$ cat src/rtl/pcr_pkg.sv
package pcr_pkg;

    typedef enum logic [1:0] {
        GEN_IDLE,
        GEN_HI,
        GEN_LO
    } gen_ph_e;

    typedef enum logic [2:0] {
        S_IDLE,
        S_PRE,
        S_SETUP,
        S_ARM,
        S_CMD,
        S_POLL,
        S_WAIT
    } seq_st_e;

endpackage

$ cat src/rtl/pcr_tally.sv
// Event counter that flags the last count before LIMIT.
module pcr_tally #(
    parameter int LIMIT = 100
) (
    input  logic clk,
    input  logic rst_n,
    input  logic clr_i,
    input  logic step_i,
    output logic last_o
);
    localparam int CW = (LIMIT > 1) ? $clog2(LIMIT) : 1;
    localparam logic [CW-1:0] LAST = CW'(LIMIT - 1);

    logic [CW-1:0] cnt_d, cnt_q;

    always_comb begin
        cnt_d = cnt_q;
        if (clr_i)
            cnt_d = '0;
        else if (step_i)
            cnt_d = cnt_q + CW'(1);
        last_o = (cnt_q == LAST);
    end

    always_ff @(posedge clk) begin
        if (!rst_n)
            cnt_q <= '0;
        else
            cnt_q <= cnt_d;
    end
endmodule

$ cat src/rtl/pcr_pulse_gen.sv
// Produces one port-clock pulse (high phase, then low phase) per start.
module pcr_pulse_gen
    import pcr_pkg::*;
#(
    parameter int PHASE_CYC = 2
) (
    input  logic clk,
    input  logic rst_n,
    input  logic start_i,
    output logic pclk_o,
    output logic last_o
);
    localparam int CW = (PHASE_CYC > 1) ? $clog2(PHASE_CYC) : 1;
    localparam logic [CW-1:0] TOP = CW'(PHASE_CYC - 1);

    typedef struct packed {
        gen_ph_e       ph;
        logic [CW-1:0] cnt;
    } gen_t;

    gen_t q, d;
    logic at_top;

    always_comb begin
        d      = q;
        at_top = (q.cnt == TOP);
        last_o = (q.ph == GEN_LO) && at_top;
        case (q.ph)
            GEN_IDLE: begin
                if (start_i) begin
                    d.ph  = GEN_HI;
                    d.cnt = '0;
                end
            end
            GEN_HI: begin
                if (at_top) begin
                    d.ph  = GEN_LO;
                    d.cnt = '0;
                end else begin
                    d.cnt = q.cnt + CW'(1);
                end
            end
            GEN_LO: begin
                if (at_top) begin
                    d.ph  = start_i ? GEN_HI : GEN_IDLE;
                    d.cnt = '0;
                end else begin
                    d.cnt = q.cnt + CW'(1);
                end
            end
            default: d = '{ph: GEN_IDLE, cnt: '0};
        endcase
    end

    always_ff @(posedge clk) begin
        if (!rst_n)
            q <= '{ph: GEN_IDLE, cnt: '0};
        else
            q <= d;
    end

    assign pclk_o = (q.ph == GEN_HI);


    start_legal_chk: assert property (@(posedge clk) disable iff (!rst_n)
        start_i |-> (q.ph == GEN_IDLE) || last_o);


    low_after_high_chk: assert property (@(posedge clk) disable iff (!rst_n)
        $fell(pclk_o) |-> (q.ph == GEN_LO) && (q.cnt == '0));
endmodule

$ cat src/rtl/pcr_seq.sv
// Transaction sequencer: preamble, setup, command, acknowledge polling.
module pcr_seq
    import pcr_pkg::*;
#(
    parameter int AW         = 16,
    parameter int DW         = 16,
    parameter int PRE_PULSES = 100,
    parameter int RETRY_MAX  = 1000
) (
    input  logic          clk,
    input  logic          rst_n,
    input  logic          req_valid_i,
    input  logic          req_write_i,
    input  logic [AW-1:0] req_addr_i,
    input  logic [DW-1:0] req_wdata_i,
    output logic          req_ready_o,
    output logic          done_o,
    output logic          tmo_o,
    output logic [DW-1:0] rdata_o,
    output logic          sel_o,
    output logic [AW-1:0] addr_o,
    output logic [DW-1:0] wdata_o,
    output logic          we_o,
    output logic          re_o,
    input  logic          ack_i,
    input  logic [DW-1:0] phy_rdata_i,
    input  logic          gen_last_i,
    output logic          pulse_start_o
);
    typedef struct packed {
        seq_st_e       st;
        logic          dir;
        logic          sel;
        logic          we;
        logic          re;
        logic          give_up;
        logic          done;
        logic          tmo;
        logic [AW-1:0] addr;
        logic [DW-1:0] wdata;
        logic [DW-1:0] rdata;
    } seq_t;

    localparam seq_t SEQ_RST = '{st: S_IDLE, default: '0};

    seq_t q, d;
    logic pre_clr, pre_step, pre_last;
    logic rt_clr, rt_step, rt_last;

    pcr_tally #(.LIMIT(PRE_PULSES)) u_pre_tally (
        .clk   (clk),
        .rst_n (rst_n),
        .clr_i (pre_clr),
        .step_i(pre_step),
        .last_o(pre_last)
    );

    pcr_tally #(.LIMIT(RETRY_MAX)) u_retry_tally (
        .clk   (clk),
        .rst_n (rst_n),
        .clr_i (rt_clr),
        .step_i(rt_step),
        .last_o(rt_last)
    );

    always_comb begin
        d             = q;
        d.done        = 1'b0;
        d.tmo         = 1'b0;
        d.rdata       = '0;
        pulse_start_o = 1'b0;
        pre_clr       = 1'b0;
        pre_step      = 1'b0;
        rt_clr        = 1'b0;
        rt_step       = 1'b0;
        case (q.st)
            S_IDLE: begin
                if (req_valid_i) begin
                    d.st          = S_PRE;
                    d.dir         = req_write_i;
                    d.addr        = req_addr_i;
                    d.wdata       = req_wdata_i;
                    pre_clr       = 1'b1;
                    pulse_start_o = 1'b1;
                end
            end
            S_PRE: begin
                if (gen_last_i) begin
                    if (pre_last) begin
                        d.st  = S_SETUP;
                        d.sel = 1'b1;
                    end else begin
                        pre_step      = 1'b1;
                        pulse_start_o = 1'b1;
                    end
                end
            end
            S_SETUP: begin
                d.st   = S_ARM;
                d.we   = q.dir;
                d.re   = !q.dir;
                rt_clr = 1'b1;
            end
            S_ARM: begin
                d.st          = S_CMD;
                pulse_start_o = 1'b1;
            end
            S_CMD: begin
                if (gen_last_i) begin
                    d.st = S_POLL;
                    d.we = 1'b0;
                    d.re = 1'b0;
                end
            end
            S_POLL: begin
                if (ack_i) begin
                    d.st    = S_IDLE;
                    d.sel   = 1'b0;
                    d.done  = 1'b1;
                    d.rdata = q.dir ? '0 : phy_rdata_i;
                end else begin
                    d.st          = S_WAIT;
                    d.give_up     = rt_last;
                    rt_step       = 1'b1;
                    pulse_start_o = 1'b1;
                end
            end
            S_WAIT: begin
                if (gen_last_i) begin
                    if (q.give_up) begin
                        d.st      = S_IDLE;
                        d.sel     = 1'b0;
                        d.done    = 1'b1;
                        d.tmo     = 1'b1;
                        d.give_up = 1'b0;
                    end else begin
                        d.st = S_POLL;
                    end
                end
            end
            default: d = SEQ_RST;
        endcase
    end

    always_ff @(posedge clk) begin
        if (!rst_n)
            q <= SEQ_RST;
        else
            q <= d;
    end

    assign req_ready_o = (q.st == S_IDLE);
    assign done_o      = q.done;
    assign tmo_o       = q.tmo;
    assign rdata_o     = q.rdata;
    assign sel_o       = q.sel;
    assign addr_o      = q.sel ? q.addr : '0;
    assign wdata_o     = (q.sel && q.dir) ? q.wdata : '0;
    assign we_o        = q.we;
    assign re_o        = q.re;


    single_cmd_chk: assert property (@(posedge clk) disable iff (!rst_n)
        !(q.we && q.re));


    cmd_needs_sel_chk: assert property (@(posedge clk) disable iff (!rst_n)
        (q.we || q.re) |-> q.sel);


    done_pulse_chk: assert property (@(posedge clk) disable iff (!rst_n)
        q.done |=> !q.done);


    tmo_no_data_chk: assert property (@(posedge clk) disable iff (!rst_n)
        q.tmo |-> (q.done && (q.rdata == '0)));


    addr_hold_chk: assert property (@(posedge clk) disable iff (!rst_n)
        (q.sel && $past(q.sel)) |-> $stable(q.addr));
endmodule

$ cat src/rtl/phy_cr_master.sv
// Top: PHY control-register port master.
module phy_cr_master #(
    parameter int AW         = 16,
    parameter int DW         = 16,
    parameter int PRE_PULSES = 100,
    parameter int RETRY_MAX  = 1000,
    parameter int PHASE_CYC  = 2
) (
    input  logic          clk,
    input  logic          rst_n,
    input  logic          req_valid,
    input  logic          req_write,
    input  logic [AW-1:0] req_addr,
    input  logic [DW-1:0] req_wdata,
    output logic          req_ready,
    output logic          rsp_done,
    output logic          rsp_timeout,
    output logic [DW-1:0] rsp_rdata,
    output logic          phy_clk,
    output logic          phy_sel,
    output logic [AW-1:0] phy_addr,
    output logic [DW-1:0] phy_wdata,
    output logic          phy_we,
    output logic          phy_re,
    input  logic          phy_ack,
    input  logic [DW-1:0] phy_rdata
);
    logic pulse_start;
    logic pulse_last;

    pcr_pulse_gen #(.PHASE_CYC(PHASE_CYC)) u_pulse_gen (
        .clk    (clk),
        .rst_n  (rst_n),
        .start_i(pulse_start),
        .pclk_o (phy_clk),
        .last_o (pulse_last)
    );

    pcr_seq #(
        .AW        (AW),
        .DW        (DW),
        .PRE_PULSES(PRE_PULSES),
        .RETRY_MAX (RETRY_MAX)
    ) u_seq (
        .clk          (clk),
        .rst_n        (rst_n),
        .req_valid_i  (req_valid),
        .req_write_i  (req_write),
        .req_addr_i   (req_addr),
        .req_wdata_i  (req_wdata),
        .req_ready_o  (req_ready),
        .done_o       (rsp_done),
        .tmo_o        (rsp_timeout),
        .rdata_o      (rsp_rdata),
        .sel_o        (phy_sel),
        .addr_o       (phy_addr),
        .wdata_o      (phy_wdata),
        .we_o         (phy_we),
        .re_o         (phy_re),
        .ack_i        (phy_ack),
        .phy_rdata_i  (phy_rdata),
        .gen_last_i   (pulse_last),
        .pulse_start_o(pulse_start)
    );


    cmd_drop_low_chk: assert property (@(posedge clk) disable iff (!rst_n)
        $fell(phy_we || phy_re) |-> !phy_clk);


    sel_rise_quiet_chk: assert property (@(posedge clk) disable iff (!rst_n)
        $rose(phy_sel) |-> (!phy_clk && !phy_we && !phy_re));


    done_idle_port_chk: assert property (@(posedge clk) disable iff (!rst_n)
        rsp_done |-> (!phy_sel && !phy_we && !phy_re && req_ready));
endmodule

$ cat config.mk
export PLATFORM = sky130hd
export DESIGN_NAME = phy_cr_master
export DESIGN_NICKNAME = d
export VERILOG_FILES = /design/src/rtl/pcr_pkg.sv /design/src/rtl/pcr_tally.sv /design/src/rtl/pcr_pulse_gen.sv /design/src/rtl/pcr_seq.sv /design/src/rtl/phy_cr_master.sv
export SDC_FILE = /design/constraint.sdc
export NUM_CORES = 1
export LEC_CHECK = 0
export ABC_AREA = 0
export BUFFER_PORTS_ARGS = -buffer_cell sky130_fd_sc_hd__buf_2
export CORE_MARGIN = 2
export CORE_UTILIZATION = 48
export CTS_BUF_LIST = sky130_fd_sc_hd__clkbuf_2
export CTS_CLUSTER_SIZE = 16
export DETAILED_ROUTE_END_ITERATION = 16
export GPL_TIMING_DRIVEN = 0
export HOLD_SLACK_MARGIN = 0.06
export PLACE_DENSITY = 0.77
export REMOVE_ABC_BUFFERS = 1
export SYNTH_ARGS = -nofsm -noshare
export SYNTH_HDL_FRONTEND = slang
export SYNTH_SLANG_ARGS = --single-unit
export TNS_END_PERCENT = 30
$ cat constraint.sdc
create_clock -name clk -period 1.7 [get_ports clk]
set_input_delay 0.34 -clock clk [delete_from_list [all_inputs] [get_ports clk]]
set_output_delay 0.34 -clock clk [all_outputs]
set_load 0.02 [all_outputs]
# Word-level counts from Yosys, hierarchy flattened
# Cells that the tools add are included.
op_classes:
  n_addsub: 3
  n_eq_ne: 21
  mux: 41
  n_bitwise: 7
  n_reduce_logical: 19
op_table:
  columns: ["operator", "n"]
  rows:
  - ["32-bit one-hot mux with 2 select lines", 1]
  - ["16-bit 2-to-1 mux", 2]
  - ["32-bit 2-to-1 mux", 1]
  - ["3-bit 2-to-1 mux", 8]
  - ["3-bit one-hot mux with 7 select lines", 1]
  - ["1-bit 2-to-1 mux", 17]
  - ["2-bit inequality test (second input constant)", 6]
  - ["2-bit one-hot mux with 3 select lines", 2]
  - ["10-bit by 1-bit adder with 10-bit output (second input constant)", 1]
  - ["10-bit equality test (second input constant)", 1]
  - ["2-bit by 1-bit inequality test with 1-bit output (second input constant)", 5]
  - ["5-bit OR reduction", 2]
  - ["3-bit equality test (second input constant)", 3]
  - ["3-bit one-hot mux with 3 select lines", 1]
  - ["3-bit AND reduction", 3]
  - ["2-bit 2-to-1 mux", 4]
  - ["1-bit one-hot mux with 4 select lines", 2]
  - ["4-bit OR reduction", 2]
  - ["7-bit by 1-bit adder with 7-bit output (second input constant)", 1]
  - ["7-bit equality test (second input constant)", 1]
  - ["1-bit inverter", 7]
  - ["3-bit by 2-bit equality test with 1-bit output (second input constant)", 2]
  - ["6-bit AND reduction", 1]
  - ["6-bit OR reduction", 1]
  - ["other kinds (13)", 16]
totals:
  regBits: 78
  input_bits: 53
  word_cells: 106

# Logic depth before layout (Yosys ltp)
# Gate-level depths: netlist of run 1.
depth:
  depth_word: 7
  mapped_depth: 8
  mapped_depth_nobuf: 6

# Hierarchy
# Synthesis of run 1 repeated with hierarchy kept, for this count alone.
unflattened:
  cells_unflattened: 407
  area_unflattened_um2: 3668.5
modules_own_cells:
  columns: ["module", "instances", "cells_per_inst", "area_per_inst_um2"]
  rows:
  - ["pcr_seq", 1, 304, 2692.6]
  - ["pcr_tally (u_seq.u_retry_tally)", 1, 54, 494.2]
  - ["pcr_tally (u_seq.u_pre_tally)", 1, 35, 329.1]
  - ["pcr_pulse_gen", 1, 14, 152.6]

# Worst setup path before layout of run 1
# No wires, ideal clock.
synth_path:
  path_type: "register to register"
  startpoint: "register u_seq.q[57] in the netlist's numbering"
  endpoint: "register u_seq.q (netlist bit u_seq.re_o)"
  setup_time_ps: 70
  arrival_ps: 1752
  required_time_ps: 1630
  setup_slack_ps: -122
  path_stages_with_launch: 9
  path_cell_list: "dfxtp_1 > buf_2 > buf_2 > inv_1 > fa_1 > nand2_1 > nor3_1 > a32oi_1 > a21boi_1"
synth_between:
  elab_chain_len: 4
  elab_cells_between_ends: 12
  cone_classes: "eq/ne (7); mux (1); bitwise (1); reduce/logical (3)"
synth_rtl:
  columns: ["element", "line_no", "text"]
  rows:
  - ["from (decl)", "pcr_seq.sv:46", "seq_t q, d;"]
  - ["from (signal assigned)", "pcr_seq.sv:147", "q <= SEQ_RST;"]
  - ["from (signal assigned)", "pcr_seq.sv:149", "q <= d;"]
  - ["parallel branches: the longest is 4 deep, another holds 5-bit OR reduction", null, null]
# Parallel ways; which one is timed is not known.
# A chain may end at the register's enable or synchronous reset.

# Final worst setup path of run 1
layout_path:
  startpoint: "register u_seq.q[57] in the netlist's numbering"
  endpoint: "register u_seq.u_pre_tally.cnt_q[1]"
layout_between:
  elab_chain_len: 3
  elab_cells_between_ends: 5
  cone_classes: "eq/ne (1); mux (2); reduce/logical (2)"
layout_rtl:
  columns: ["element", "line_no", "text"]
  rows:
  - ["3-bit logical NOT", "pcr_seq.sv:76", "case (q.st)"]
  - ["1-bit 2-to-1 mux", "pcr_seq.sv:76", null]
  - ["2-bit OR reduction (no line)", null, null]
  - ["to (signal assigned)", "pcr_tally.sv:29", "cnt_q <= cnt_d;"]
  - ["to (decl)", "pcr_tally.sv:14", "logic [CW-1:0] cnt_d, cnt_q;"]
# Several ways; a longest one is shown, not always the timed one.

==> reports/qor.yml, run 1 <==
outcome:
  status: "finished with violations"
  violations: "setup timing"
power_and_ir_drop:
  seq_power_share_pct: 59.3
  swShare_pct: 28.95
  ir_drop_uv: 307.9
  power.leakage_uw: 0.001968
  p_sw_uw: 960.6
  clkPwrFrac_pct: 23.8
  p_comb_share_pct: 16.9
  power_density_mw_per_mm2: 708.5
  p_int_uw: 2358
finish:
  fin_util_pct: 65.62
  drive_above_1_share_pct: 35.70
  regArea_sq_mm: 0.001585
  area_growth_pct: 33.92
  layout.nets: 545
  stdcell_count: 592
  n_antenna_cell: 0
  fillers: 575
  multiInputGateArea_sq_mm: 0.001810
placement:
  gp_congestion: 0.7597
  port-buffer-count: 107
  dp_hpwl_mm: 5.202
  dp_slack_ns: -0.7768
  placed_cells: 539
logic_synthesis:
  synth_flop_cell: "dfxtp_1"
  async_reset_ff_share_pct: 0
  ys_warn_count: 0
  synth-seq-cells: 78
  syn_avg_cell_area_sq_um: 9.401
  synth-edff-count: 0
  syn_area_sq_mm: 0.003497
  synth_cell_types: 55
  ys_seq_area_share_pct: 44.65
  synth_cells: 372
clock_tree:
  clk_path_buf_depth: 2
  htreeDepth: 3
  clock-sinks: 78
  cts_tree: "done"
  clock_latency_ns: 0.49
  clockRootBuffer: "clkbuf_2"
  cts_made_buffers: 9
  clkSlewWorstSetupHoldPaths_ns: 0.22
sta:
  setup_slack_ns: -0.02959
  tns_ns: -0.1180
  fin_skew_ns: 0.03665
  slew_viol_final: 0
  rsz0062_at_grt: "yes"
  holdWs_ns: 0.1196
  min_period_ns: 1.730
  slew_headroom_pct: 51.51
  period_share_pct: 101.7
  hold_viol: 0
  worstMarginPinSlew_ns: 0.7273
  setup_viol: 9
  fmax_mhz: 578.2
detailed_routing:
  drc: 0
  drtAntennaViolNets: 0
  wl_mm: 8.986
  route.vias.total: 3153
  drt_iter0_drc: 208
  viasPerCell: 5.326
  drt-wirelength-per-cell_um: 15.18
  firstDrtPassIters: 4
critical_path:
  cp.arrival_ns: 2.12
  cp-end-kind: "flip-flop"
  rrSetupSlack_ns: -0.03
  cp_max_fo: 10
  crit_required_ns: 2.09
  worstSetupStartpointType: "flip-flop"
  crit_type: "reg2reg"
die:
  io_pins: 108
  start_util_pct: 49.00
  die_w_um: 89.36
  core_area_sq_mm: 0.007137
  die_h_um: 89.36
  dieArea_sq_mm: 0.007984
  rows: 31
global_route:
  grt_pass1_wl_mm: 12.28
  grt_usage_pct: 19.59
  grt_pass1_vias: 2738
  grt_overflow: 0
  antenna_found_initial: 0
  grt_max_degree: 47
hold_path:
  hold_class: "in2reg"
flow_run:
  max_cap_violations: 0
layout make-up:
class                           count  area share, %
Multi-Input combinational cell    250          38.66
Inverter                            5         0.4809
Clock buffer                       10          1.069
Tap cell                           99          2.645
Timing Repair Buffer              145          22.74
Sequential cell                    78          33.85
Clock inverter                      5         0.5610
cell usage after synthesis, types with 2 or more instances:
cell,number,share of area [%]
o21ai_0,4,0.57
a31oi_1,2,0.36
a32oi_1,2,0.50
and3_1,18,3.2
dfxtp_1,78,45
clkbuf_1,17,1.8
buf_1,2,0.21
xnor2_1,7,1.8
inv_1,4,0.43
nor2_1,16,1.7
and2_1,35,6.3
nand3b_1,2,0.43
nor4b_4,2,1.4
nor3b_1,2,0.43
and4_1,2,0.50
a21boi_1,2,0.43
buf_2,5,0.72
nand2_1,17,1.8
nand4_1,5,0.89
buf_4,16,3.4
xor2_1,6,1.5
or3_1,3,0.54
a21oi_1,6,0.86
nand3_1,11,1.6
o21a_1,2,0.43
ha_1,2,0.72
nor4_1,3,0.54
nor2b_1,35,6.3
a22oi_1,33,7.1
nor3_1,8,1.1
power by group through the flow:
stage / Clock (uW) / Sequential (uW) / Combinational (uW)
6_report: 791 / 1970 / 559
5_1_grt: 895 / 1980 / 604
4_1_cts: 822 / 1970 / 489
3_5_place_dp: 0 / 2020 / 403
3_3_place_gp: 0 / 2010 / 382
2_1_floorplan: 0 / 2000 / 254
registers in the layout, summed over array words and instances, names as in the netlist:
signal,cells
u_pulse_gen.at_top,1
u_pulse_gen.q,2
u_seq.done_o,1
u_seq.q,37
u_seq.rdata_o,16
u_seq.re_o,1
u_seq.sel_o,1
u_seq.tmo_o,1
u_seq.u_pre_tally.cnt_q,7
u_seq.u_retry_tally.cnt_q,10
u_seq.we_o,1
kinds of logic after synthesis:
logic type      after synthesis  share of synthesized area (%)
simple gates                166                          29.02
flops                        78                          44.65
compound gates               66                          14.78
buf+inv                      45                          6.726
xor+xnor                     13                          3.256
fa+ha+maj                     3                          1.288
mux                           1                         0.2862
path summary, 6_finish.rpt:
check                                         startpoint                                 endpoint  depth (start not counted)
worst max-delay path            u_seq.q[57]$_SDFFE_PN0P_  u_seq.u_pre_tally.cnt_q[1]$_SDFFE_PP0P_                          5
worst min register to register   u_seq.re_o$_SDFFE_PN0P_                  u_seq.re_o$_SDFFE_PN0P_                          2
worst min-delay path                       req_wdata[14]                 u_seq.q[30]$_SDFFE_PN0P_                          3
worst max register to register  u_seq.q[57]$_SDFFE_PN0P_  u_seq.u_pre_tally.cnt_q[1]$_SDFFE_PP0P_                          5
timing repair:
action                     4_1_cts  5_1_grt
hold buffers                    17        0
setup buffers                   10       10
setup endpoints to repair      108       58
pin swaps                        3        2
cloned                           1        0
resized for setup               35       58
hold endpoints to repair        17        0
metal layers:
layer	share of wire [%]	up-vias	track usage [%]
li1	-	1533	-
met1	44	1507	23.62
met2	49	107	33.87
met3	6.4	6	4.340
met4	0.69	0	7.734
met5	0	-	0
through the flow:
step,instance area [sq um],total power (uW)
finish,4683,3318
global route,4683,3476
CTS,4413,3284
detailed placement,3970,2424
global placement,3940,2396
floorplan,3281,2254
cell usage in the layout, fill, tap and decap left out, drive strengths merged, types with 3 or more instances in the layout:
cell type | Yosys | final
nor3 | 8 | 8
a21boi | 3 | 3
buf | 23 | 128
clkinv | 0 | 4
or3 | 3 | 3
dfxtp | 78 | 78
and3 | 18 | 18
clkbuf | 17 | 10
xnor2 | 7 | 7
a22oi | 33 | 33
nor4 | 4 | 4
nor2b | 35 | 35
nor2 | 16 | 16
inv | 5 | 5
nand3 | 11 | 11
and2 | 35 | 35
a21oi | 6 | 6
dlygate4sd3 | 0 | 17
o21ai | 5 | 5
xor2 | 6 | 6
nand4 | 5 | 5
a31oi | 2 | 3
nand2 | 17 | 17
critical path: stages (launching register included):
cell and delay [ns]:
dfxtp_4 0.45, buf_6 0.16, or3b_4 0.42, a211oi_4 0.31, mux2i_1 0.23, nor2_1 0.05
No activity file was read; power rests on OpenSTA's default activity.
==> run 2, diff against run 1 <==
Settings changed: ABC_CLOCK_PERIOD_IN_PS set to 1700, RECOVER_POWER set to 50, SETUP_SLACK_MARGIN set to 0.4.
==> run 2 against run 1 <==
  * The flow still finishes with violations (setup timing)
  * Worst hold slack worse by 0.066 ns
  * Cell count is 3.7% higher
  * Setup slack worse by 0.22 ns
  * Combinational power is 58% higher
  * Clock power is 9.1% higher
  * Die area stayed put
  * Critical path depth stayed put
  * Non-clock buffer count is 22 higher
  * Clock skew is 0.045 ns higher
  * Sequential share of layout area is 4.7 points lower
  * Design area is 18% higher
==> reports/qor.yml, run 2 (same netlist as run 1, synthesis figures left out) <==
critical_path:
  cp-end-kind: "flip-flop"
  cp_max_fo: 4  # -6
  critical-path-top-delay-family: "simple AND/OR/NAND/NOR gates"
  rrSetupSlack_ns: -0.25  # -0.22 ns
  crit_required_ns: 2.16  # +0.07 ns
  worstSetupStartpointType: "flip-flop"
  critPathBufInv: 2  # +1
  crit_type: "reg2reg"
  cp.arrival_ns: 2.40  # +0.28 ns
  crit_chain: "buf_2 > buf_4 > nand2_1 > or3_1 > a21oi_1"
  crit_path_top_delay_cell: "a21oi_1"
  slowest_delay_ns: 0.52  # +0.07 ns
detailed_routing:
  route.vias.total: 3843  # +22%
  drt-wirelength-per-cell_um: 23.72  # +56%
  drt_iter0_drc: 607  # +190%
  drc: 0  # unchanged
  wl_mm: 14.57  # +62%
  drtAntennaViolNets: 0  # unchanged
  firstDrtPassIters: 6  # +2
  viasPerCell: 6.259  # +18%
flow_run:
  max_cap_violations: 0  # unchanged
finish:
  finalInstanceArea_sq_mm: 0.005543  # +18%
  n_antenna_cell: 0  # unchanged
  area_growth_pct: 58.50
  top_register: "u_seq.q"
  fillers: 375  # -35%
  final_common_cell: "buf_6"
  multiInputGateArea_sq_mm: 0.002138  # +18%
  final_cell_mix: "64 x buf_6, 52 x buf_2, 49 x dfxtp_1, 32 x a22oi_2, 31 x and2_1"
  largest_reg_flops: 37  # unchanged
  drive_above_1_share_pct: 53.98  # +18 points
  regArea_sq_mm: 0.001618  # +2.1%
  layout.nets: 567  # +4.0%
  stdcell_count: 614  # +3.7%
hold_path:
  hold_class: "in2reg"
global_route:
  grt_overflow: 0  # unchanged
  grt_pass1_vias: 3479  # +27%
  grt_pass1_wl_mm: 18.01  # +47%
  antenna_found_initial: 2  # +2
  grt_max_degree: 47  # unchanged
  grt_usage_pct: 30.05  # +10 points
die:
  rows: 31  # unchanged
  core_area_sq_mm: 0.007137  # unchanged
  start_util_pct: 49.00  # unchanged
  die_h_um: 89.36  # unchanged
  dieArea_sq_mm: 0.007984  # unchanged
  die_w_um: 89.36  # unchanged
  io_pins: 108  # unchanged
power_and_ir_drop:
  total_power_uw: 3745  # +13%
  ir_drop_uv: 312.9  # +1.6%
  power_density_mw_per_mm2: 675.7  # -4.6%
  power.leakage_uw: 0.002195  # +12%
sta:
  tns_ns: -4.847  # -4.729 ns
  rsz0062_at_grt: "yes"
  min_period_ns: 1.947  # +0.2178 ns
  worstMarginPinSlew_ns: 0.6099  # -0.1174 ns
  fmax_mhz: 513.5  # -11%
  hold_viol: 0  # unchanged
  setup_slack_ns: -0.2474  # -0.2178 ns
  slew_headroom_pct: 59.34  # +7.8 points
  setup_viol: 62  # +53
  slew_viol_final: 0  # unchanged
  period_share_pct: 114.6  # +13 points
  fin_skew_ns: 0.08205  # +0.04539 ns
clock_tree:
  htreeDepth: 3  # unchanged
  cts_made_buffers: 9  # unchanged
  clock-sinks: 78  # unchanged
  clock_latency_ns: 0.59  # +0.10 ns
  clkSlewWorstSetupHoldPaths_ns: 0.29  # +0.07 ns
  clk_path_buf_depth: 2  # unchanged
  cts_tree: "done"
  clockRootBuffer: "clkbuf_2"
placement:
  placed_cell_area_sq_mm: 0.003970  # unchanged
  dp_hpwl_mm: 5.202  # unchanged
  placed_cells: 539  # unchanged
  port-buffer-count: 107  # unchanged
  gp_congestion: 0.7597  # unchanged
outcome:
  violations: "setup timing"
  status: "finished with violations"
run 2: cell count changes in the layout (fill, tap and decap cells not counted), moves of 20 or more:
cell	change
a22oi_1	-32
a22oi_2	+32
buf_2	-23
buf_6	+39
dfxtp_1	-22
dfxtp_2	+20
run 2: layer usage:
layer / vias to the layer above / GRT usage (%) / share of wire [%]
li1: 1581 / - / -
met1: 1806 / 33.85 / 34
met2: 347 / 51.78 / 47
met3: 107 / 6.464 / 12
met4: 2 / 18.18 / 7.1
met5: - / 0 / 0.082
run 2: worst paths after layout:
path | from | to | cells after the start
max | u_seq.q[56]$_SDFFE_PN0P_ | u_seq.done_o$_SDFF_PN0_ | 5
min | req_wdata[3] | u_seq.q[19]$_SDFFE_PN0P_ | 3
max reg2reg | u_seq.q[56]$_SDFFE_PN0P_ | u_seq.done_o$_SDFF_PN0_ | 5
min reg2reg | u_seq.re_o$_SDFFE_PN0P_ | u_seq.re_o$_SDFFE_PN0P_ | 2
run 2: layout make-up:
class,count,share of cell area (%)
inverter,5,0.4063
clock buffer,10,0.9029
sequential,78,29.19
timing repair buffer,167,28.22
tap,99,2.235
multi-input combinational,250,38.58
clock inverter,5,0.4740
run 2: where the power goes:
| part | leakage, uW | internal [uW] | total (uW) | switching, uW |
|---|---|---|---|---|
| Sequential | 0.000651 | 1900 | 2000 | 95.6 |
| Combinational | 0.00149 | 449 | 884 | 435 |
| Clock | 0.0000570 | 182 | 863 | 681 |
| Total | 0.00220 | 2530 | 3750 | 1210 |
run 2: what timing repair did:
action,4_1_cts,5_1_grt
hold buffers,17,1
setup buffers,26,11
resized for setup,233,26
endpoints found under the hold margin,17,1
pin swaps,43,38
gates cloned,4,1
setup endpoints to repair,132,131
run 2: worst reg2reg max path: cells and delay by family (launching register included):
kind                   cells  cell delay, ns
flip-flops                 1            0.46
buffers and inverters      2            0.31
AO/OA/AOI/OAI              1            0.52
AND/OR/NAND/NOR            2            0.53
run 2: stage by stage:
step,setup slack [ns],hold slack (ns),utilization (%)
after floorplan,-1.014,0.4533,-
after global placement,-2.016,0.4677,55.21
after detailed placement,-0.7768,0.4780,55.63
after CTS,-0.004107,0.06334,74.49
after global routing,-0.2585,0.04100,77.66
final,-0.2474,0.05324,77.66
